[src/rtl/sync_ser_pkg.sv]
// Package: shared types for the synchronous serial transceiver.
// Assumes: nothing beyond IEEE 1800-2017.
package sync_ser_pkg;

    // Serial clock source selection
    typedef enum logic {
        SRC_INT = 1'b0,
        SRC_EXT = 1'b1
    } sck_src_e;

endpackage

[src/rtl/sync_sck_baud.sv]
// Internal serial clock generator. While run is high it toggles sck every
// div+1 clk cycles and flags each falling or rising toggle with a one-cycle
// pulse. While run is low it holds sck high and restarts its count.
// Assumes: div is stable while run is high.
module sync_sck_baud #(
    parameter int DIV_W = 8
) (
    input  logic             clk,
    input  logic             rst_n,
    input  logic             run,
    input  logic [DIV_W-1:0] div,
    output logic             sck,
    output logic             fall_p,
    output logic             rise_p
);

    logic [DIV_W-1:0] cnt;
    logic             tick;

    // Half-period expiry
    always_comb tick = run && (cnt == div);

    // Edge pulses: a toggle from high is a fall, from low is a rise
    always_comb begin
        fall_p = tick && sck;
        rise_p = tick && !sck;
    end

    // Divider counter and clock level
    always_ff @(posedge clk) begin
        if (!rst_n) begin
            cnt <= '0;
            sck <= 1'b1;
        end else if (!run) begin
            cnt <= '0;
            sck <= 1'b1;
        end else if (tick) begin
            cnt <= '0;
            sck <= !sck;
        end else begin
            cnt <= cnt + 1'b1;
        end
    end

    AST_IDLE_HIGH: assert property (@(posedge clk) disable iff (!rst_n)
        (!run && !$past(run)) |-> sck);

endmodule

[src/rtl/sync_sck_edge.sv]
// External serial clock follower. Passes sck_in through SYNC_STAGES flops
// and compares the last synchronized level with the one before it to give
// one-cycle fall and rise pulses in the clk domain.
// Assumes: SYNC_STAGES >= 2, sck_in half periods longer than a few clk cycles.
module sync_sck_edge #(
    parameter int SYNC_STAGES = 2
) (
    input  logic clk,
    input  logic rst_n,
    input  logic sck_in,
    output logic fall_p,
    output logic rise_p
);

    localparam int SH_W = SYNC_STAGES + 1;

    logic [SH_W-1:0] sh;

    // Synchronizer chain plus one history flop, idle high
    always_ff @(posedge clk) begin
        if (!rst_n) sh <= '1;
        else        sh <= {sh[SH_W-2:0], sck_in};
    end

    // Edge detection on the synchronized level
    always_comb begin
        fall_p = sh[SH_W-1] && !sh[SH_W-2];
        rise_p = !sh[SH_W-1] && sh[SH_W-2];
    end

endmodule

[src/rtl/sync_tx_shift.sv]
// Transmitter: holding register, empty flag and LSB-first shift register.
// Loads when the flag is clear and no character runs, or on the last rising
// edge of a character for back-to-back output. Drives a new bit on each
// falling edge and holds the last bit when done.
// Assumes: fall_p and rise_p are never high in the same cycle.
module sync_tx_shift #(
    parameter int CHAR_W = 8
) (
    input  logic              clk,
    input  logic              rst_n,
    input  logic              host_wr,
    input  logic [CHAR_W-1:0] host_data,
    input  logic              fall_p,
    input  logic              rise_p,
    output logic              txd,
    output logic              tx_empty,
    output logic              busy
);

    localparam int CNT_W = $clog2(CHAR_W);
    localparam logic [CNT_W-1:0] LAST = CNT_W'(CHAR_W - 1);

    logic [CHAR_W-1:0] hold_q;
    logic [CHAR_W-1:0] shreg;
    logic [CNT_W-1:0]  rcnt;
    logic              frame_end;
    logic              load;

    // Character completion and reload decision
    always_comb begin
        frame_end = busy && rise_p && (rcnt == LAST);
        load      = !tx_empty && (!busy || frame_end);
    end

    // Holding register and empty flag (host write wins over load)
    always_ff @(posedge clk) begin
        if (!rst_n) begin
            hold_q   <= '0;
            tx_empty <= 1'b1;
        end else begin
            if (host_wr) hold_q <= host_data;
            if (host_wr)   tx_empty <= 1'b0;
            else if (load) tx_empty <= 1'b1;
        end
    end

    // Busy state and rising-edge bit counter
    always_ff @(posedge clk) begin
        if (!rst_n) begin
            busy <= 1'b0;
            rcnt <= '0;
        end else if (load) begin
            busy <= 1'b1;
            rcnt <= '0;
        end else if (frame_end) begin
            busy <= 1'b0;
            rcnt <= '0;
        end else if (busy && rise_p) begin
            rcnt <= rcnt + 1'b1;
        end
    end

    // Shift register and output bit, advanced on falling edges
    always_ff @(posedge clk) begin
        if (!rst_n) begin
            shreg <= '0;
            txd   <= 1'b1;
        end else if (load) begin
            shreg <= hold_q;
        end else if (busy && fall_p) begin
            txd   <= shreg[0];
            shreg <= shreg >> 1;
        end
    end

    AST_TXD_ON_FALL: assert property (@(posedge clk) disable iff (!rst_n)
        !$stable(txd) |-> $past(fall_p && busy));
    AST_HOLD_LAST: assert property (@(posedge clk) disable iff (!rst_n)
        $fell(busy) |-> $stable(txd));
    AST_LOAD_SETS_EMPTY: assert property (@(posedge clk) disable iff (!rst_n)
        $past(load) |-> (tx_empty || $past(host_wr)));

endmodule

[src/rtl/sync_rx_shift.sv]
// Receiver: shifts rxd in LSB first on each rising serial edge and, after
// CHAR_W edges, copies the byte out and sets the full flag. Completion
// takes priority over an acknowledge in the same cycle.
// Assumes: rxd is stable at the rising edge pulse.
module sync_rx_shift #(
    parameter int CHAR_W = 8
) (
    input  logic              clk,
    input  logic              rst_n,
    input  logic              rise_p,
    input  logic              rxd,
    input  logic              ack,
    output logic [CHAR_W-1:0] rx_data,
    output logic              rx_full
);

    localparam int CNT_W = $clog2(CHAR_W);
    localparam logic [CNT_W-1:0] LAST = CNT_W'(CHAR_W - 1);

    logic [CHAR_W-1:0] shreg;
    logic [CNT_W-1:0]  rcnt;
    logic              done;

    // Eighth sample of a character
    always_comb done = rise_p && (rcnt == LAST);

    // Input shift register and bit counter
    always_ff @(posedge clk) begin
        if (!rst_n) begin
            shreg <= '0;
            rcnt  <= '0;
        end else if (rise_p) begin
            shreg <= {rxd, shreg[CHAR_W-1:1]};
            rcnt  <= done ? '0 : rcnt + 1'b1;
        end
    end

    // Output byte and full flag
    always_ff @(posedge clk) begin
        if (!rst_n) begin
            rx_data <= '0;
            rx_full <= 1'b0;
        end else begin
            if (done) rx_data <= {rxd, shreg[CHAR_W-1:1]};
            if (done)     rx_full <= 1'b1;
            else if (ack) rx_full <= 1'b0;
        end
    end

    AST_FULL_ON_LAST_EDGE: assert property (@(posedge clk) disable iff (!rst_n)
        $rose(rx_full) |-> $past(rise_p));
    AST_DONE_BEATS_ACK: assert property (@(posedge clk) disable iff (!rst_n)
        $past(done && ack) |-> rx_full);

endmodule

[src/rtl/sync_serial_xcvr.sv]
// Top of the clocked synchronous serial transceiver. Selects the serial
// clock source, routes its edge pulses to the transmitter and receiver, and
// forms the interrupt requests from the flags.
// Assumes: cfg_ext_clk and cfg_div change only while no character runs.
module sync_serial_xcvr
    import sync_ser_pkg::*;
#(
    parameter int CHAR_W      = 8,
    parameter int DIV_W       = 8,
    parameter int SYNC_STAGES = 2
) (
    input  logic              clk,
    input  logic              rst_n,
    input  logic              cfg_ext_clk,
    input  logic [DIV_W-1:0]  cfg_div,
    input  logic              cfg_tie,
    input  logic              cfg_rie,
    input  logic              host_wr,
    input  logic [CHAR_W-1:0] host_data,
    output logic              tx_empty,
    input  logic              rx_ack,
    output logic [CHAR_W-1:0] rx_data,
    output logic              rx_full,
    output logic              tx_irq,
    output logic              rx_irq,
    input  logic              sck_in,
    output logic              sck_out,
    output logic              sck_oe,
    output logic              txd,
    input  logic              rxd
);

    sck_src_e src;
    logic     busy;
    logic     int_run;
    logic     int_fall, int_rise;
    logic     ext_fall, ext_rise;
    logic     fall_sel, rise_sel;

    // Clock source decode and edge routing
    always_comb begin
        src      = sck_src_e'(cfg_ext_clk);
        int_run  = busy && (src == SRC_INT);
        fall_sel = (src == SRC_EXT) ? ext_fall : int_fall;
        rise_sel = (src == SRC_EXT) ? ext_rise : int_rise;
        sck_oe   = (src == SRC_INT);
    end

    // Interrupt requests gated by their enables
    always_comb begin
        tx_irq = cfg_tie && tx_empty;
        rx_irq = cfg_rie && rx_full;
    end

    sync_sck_baud #(.DIV_W(DIV_W)) u_baud (
        .clk    (clk),
        .rst_n  (rst_n),
        .run    (int_run),
        .div    (cfg_div),
        .sck    (sck_out),
        .fall_p (int_fall),
        .rise_p (int_rise)
    );

    sync_sck_edge #(.SYNC_STAGES(SYNC_STAGES)) u_edge (
        .clk    (clk),
        .rst_n  (rst_n),
        .sck_in (sck_in),
        .fall_p (ext_fall),
        .rise_p (ext_rise)
    );

    sync_tx_shift #(.CHAR_W(CHAR_W)) u_tx (
        .clk       (clk),
        .rst_n     (rst_n),
        .host_wr   (host_wr),
        .host_data (host_data),
        .fall_p    (fall_sel),
        .rise_p    (rise_sel),
        .txd       (txd),
        .tx_empty  (tx_empty),
        .busy      (busy)
    );

    sync_rx_shift #(.CHAR_W(CHAR_W)) u_rx (
        .clk     (clk),
        .rst_n   (rst_n),
        .rise_p  (rise_sel),
        .rxd     (rxd),
        .ack     (rx_ack),
        .rx_data (rx_data),
        .rx_full (rx_full)
    );

    AST_EXT_NO_INT_EDGES: assert property (@(posedge clk) disable iff (!rst_n)
        cfg_ext_clk |-> !(int_fall || int_rise));

endmodule

[config.mk]
export PLATFORM = sky130hd
export DESIGN_NAME = sync_serial_xcvr
export DESIGN_NICKNAME = d
export VERILOG_FILES = /design/src/rtl/sync_ser_pkg.sv /design/src/rtl/sync_sck_baud.sv /design/src/rtl/sync_sck_edge.sv /design/src/rtl/sync_tx_shift.sv /design/src/rtl/sync_rx_shift.sv /design/src/rtl/sync_serial_xcvr.sv
export SDC_FILE = /design/constraint.sdc
export NUM_CORES = 1
export LEC_CHECK = 0
export ABC_AREA = 1
export BUFFER_PORTS_ARGS = -buffer_cell sky130_fd_sc_hd__buf_2
export CAP_MARGIN = 10
export CORE_ASPECT_RATIO = 0.6
export CORE_MARGIN = 5
export CORE_UTILIZATION = 55
export DETAILED_ROUTE_END_ITERATION = 8
export GPL_TIMING_DRIVEN = 0
export PLACE_DENSITY = 0.78
export SYNTH_ARGS = -nofsm -noshare
export SYNTH_HDL_FRONTEND = slang
export SYNTH_SLANG_ARGS = --single-unit
export TNS_END_PERCENT = 5
[constraint.sdc]
create_clock -name clk -period 2 [get_ports clk]
set_input_delay 0.1 -clock clk [delete_from_list [all_inputs] [get_ports clk]]
set_output_delay 0.1 -clock clk [all_outputs]
set_load 0.01 [all_outputs]
==> reports/qor.txt <==
Distinct cells, synth: 22
TritonCTS clock tree: done
Top delay family on crit path: simple AND/OR/NAND/NOR gates
mux contribution to synthesized area: 0%
GRT Total Usage: 18.9%
met1 WL: 2480 µm
Post-Layout Inst Area: 0.00268 mm²
mapped cell area: 0.00225 mm²
CP max stage cell: dfxtp_1
FMAX: 541 MHz
initial antenna violation count: 0
# IOs: 40
die width: 92.7 µm
Synth Instances: 297
nets: 377
CP Capture Type: flop
WL final: 4770 µm
Pwr Density: 709 mW/mm²
number of cell rows: 18
final critical-path share of the clock period: 92.5%
Synth Area in Compound Gates: 14.2%
Max Used Layer: met4
Worst EP required: 2250 ps
# diodes: 0
Hold Fails Final Rpt: 0
Post-Synth XOR/XNOR Area: 2.33%
number of max-cap violations: 0
Clock Root Buffer: clkbuf_8
most common cell after layout, fill and taps aside: nor2_1
Final Max Slew Viols: 0
# port buffers: 39
critical path type: flop to flop
DR DRC count: 0
DR iter-0 viols: 91
Area after DPL: 0.00251 mm²
Place WS: 23.7 ps
Min-Delay Path Class: primary input to flop
CP arrival: 2100 ps
largest family of logic cells by synthesized area: simple AND/OR/NAND/NOR gates
largest net degree at the start of global routing: 18
# clock sinks: 53
Die H: 59.6 µm
Vias/cell: 5.04
vias in the first global route: 1803
Cells after DPL: 386
CP Cell Sequence: clkbuf_1 > xor2_1 > nor2_1 > nand3_1 > nand2_4 > nand3_2 > nand2_2 > buf_6 > nand3_1 > nand2_1 > inv_1 > a21oi_2
initial core utilization: 55.9%
setup TNS: 0 ps
PnR worst setup slack: 150 ps
Reg clk slew, reported paths: 100 ps
first-pass GRT wire length: 8100 µm
synthesized flop and latch total: 53
vias: 2004
die area: 0.00552 mm²
Fin Clk Skew: 12.8 ps
clk buf depth: 2
outcome: finished, final reports clean
CTS Buf Count: 5
sequential fraction of the synthesis area: 47.1%
Placer Congestion: 0.817
simple-gate area share of the yosys netlist: 26.5%
Post-DP HPWL: 3470 µm
layout cells sized above 1: 20.4%
maximum VDD drop: 0.479 mV
Syn-to-layout area delta: 18.8%
number of setup violations in the final report: 0
Avg Cell Area, Syn: 7.59 µm²
worst-skew pair later-pin latency: 320 ps
Finished Layout Cells: 398
Met3 Routed Length: 300 µm
routed wl met2: 1920 µm
Pre-Repair DR Iteration Count: 4
worst slew pin tran: 661 ps
RSZ-0062 raised after global routing: yes
CP max stage delay: 310 ps
Congestion Overflow GR: 0
Avg WL per Cell: 12.0 µm
most frequent cells in the layout: nor2_1 (52), dfxtp_1 (50), nand2_1 (40)
syn_nets: 327
CP max FO: 10
most numerous cell on the critical path: nand3_1
Leak Pwr: 0.00125 µW
worst path bufs/invs: 3
adder-cell share of the synthesized area: 2.77%
Min Clock Period, post-route: 1850 ps
CTS H-tree lvls: 2
Critical Path Start Type: flop
Slew Limit Headroom: 55.9%
Hold WS: 8.54 ps
Core Region: 0.00403 mm²
Yosys warning total: 0
Detail Route Antenna Nets: 0
==> final timing paths <==
check / to / from / cells past startpoint / slack [ps]
setup / recovery: u_tx.shreg[4]$_SDFFE_PN0P_ / u_baud.cnt[2]$_SDFF_PP0_ / 12 / 150
setup reg to reg: u_tx.shreg[4]$_SDFFE_PN0P_ / u_baud.cnt[2]$_SDFF_PP0_ / 12 / 150
hold / removal: u_tx.hold_q[2]$_SDFFE_PN0P_ / host_data[2] / 3 / 9
hold reg to reg: u_edge.sh[1]$_SDFF_PN1_ / u_edge.sh[0]$_SDFF_PN1_ / 1 / 430
==> flip-flops by register name, indices dropped and copies added (netlist names), 3 cells and up <==
name          count
u_baud.cnt        8
u_rx.rcnt         3
u_rx.shreg        7
u_rx.rx_data      8
u_tx.hold_q       8
u_edge.sh         3
u_tx.rcnt         3
u_tx.shreg        8
==> kinds of logic (layout without fill, tap and decap cells) <==
family,Yosys count,count (layout)
AOI/OAI and AO/OA,53,53
DFF,53,53
buffers and inverters,41,92
xor gates and xnor gates,6,6
and+or+nand+nor,139,139
adders and majority gates,5,5
==> per-stage QoR <==
| stage | power [µW] | util [%] |
|---|---|---|
| after global placement | 1260 | 62.3 |
| after global routing | 1980 | 66.4 |
| after CTS | 1910 | 65.8 |
| final | 1900 | 66.4 |
| after detailed placement | 1260 | 62.3 |
| after floorplan | 1210 | - |
==> final cells by class <==
| cell class | instances | area, µm² |
|---|---|---|
| clock buffers | 6 | 82.6 |
| clock inverters | 2 | 16.3 |
| flip-flops and latches | 53 | 1070 |
| multi-input cells | 203 | 1050 |
| repair buffers | 43 | 235 |
| fillers | 348 | 1350 |
| inverters | 32 | 120 |
| plain buffers | 9 | 42.5 |
| well taps | 50 | 62.6 |
==> Yosys cell counts (all sizes together) <==
| cell type | count | share of area (%) |
|---|---|---|
| xor2 | 5 | 1.9 |
| or2 | 4 | 1.1 |
| nand2 | 44 | 7.7 |
| buf | 1 | 0.50 |
| dfxtp | 53 | 47 |
| nor2 | 53 | 8.9 |
| inv | 29 | 4.8 |
| nand3 | 36 | 8.2 |
| a21oi | 23 | 6.3 |
| o32ai | 1 | 1.2 |
| xnor2 | 1 | 0.39 |
| clkinv | 3 | 0.50 |
| o21ai | 28 | 6.2 |
| o211a | 1 | 0.44 |
| ha | 5 | 2.8 |
| clkbuf | 8 | 1.3 |
| nor3b | 1 | 0.33 |
| nand4 | 1 | 0.28 |
==> repair_timing <==
item	in CTS	in global routing
hold buffers	4	0
endpoints found under the setup margin	0	28
gates resized for setup	0	11
buffers inserted	0	0
hold endpoints to repair	4	0
==> per-layer routing <==
metal  vias up  track usage, %
li1       1060               -
met1       887            25.9
met2        50            28.8
met3         7            4.82
met4         0            7.52
met5         -               0
==> power breakdown <==
group | total (µW) | switching (µW) | internal [µW]
Sequential | 1100 | 19.4 | 1080
Combinational | 145 | 85.3 | 60.1
Clock | 654 | 368 | 286
Total | 1900 | 473 | 1430
==> worst reg2reg max path, cell delays in order, from the launching register on <==
cell      delay (ps)
dfxtp_1          310
clkbuf_1         240
xor2_1           100
nor2_1           190
nand3_1          160
nand2_4          140
nand3_2          110
nand2_2           90
buf_6            130
nand3_1          100
nand2_1           80
inv_1             50
a21oi_2           90
(Power assumes the default switching activity.)
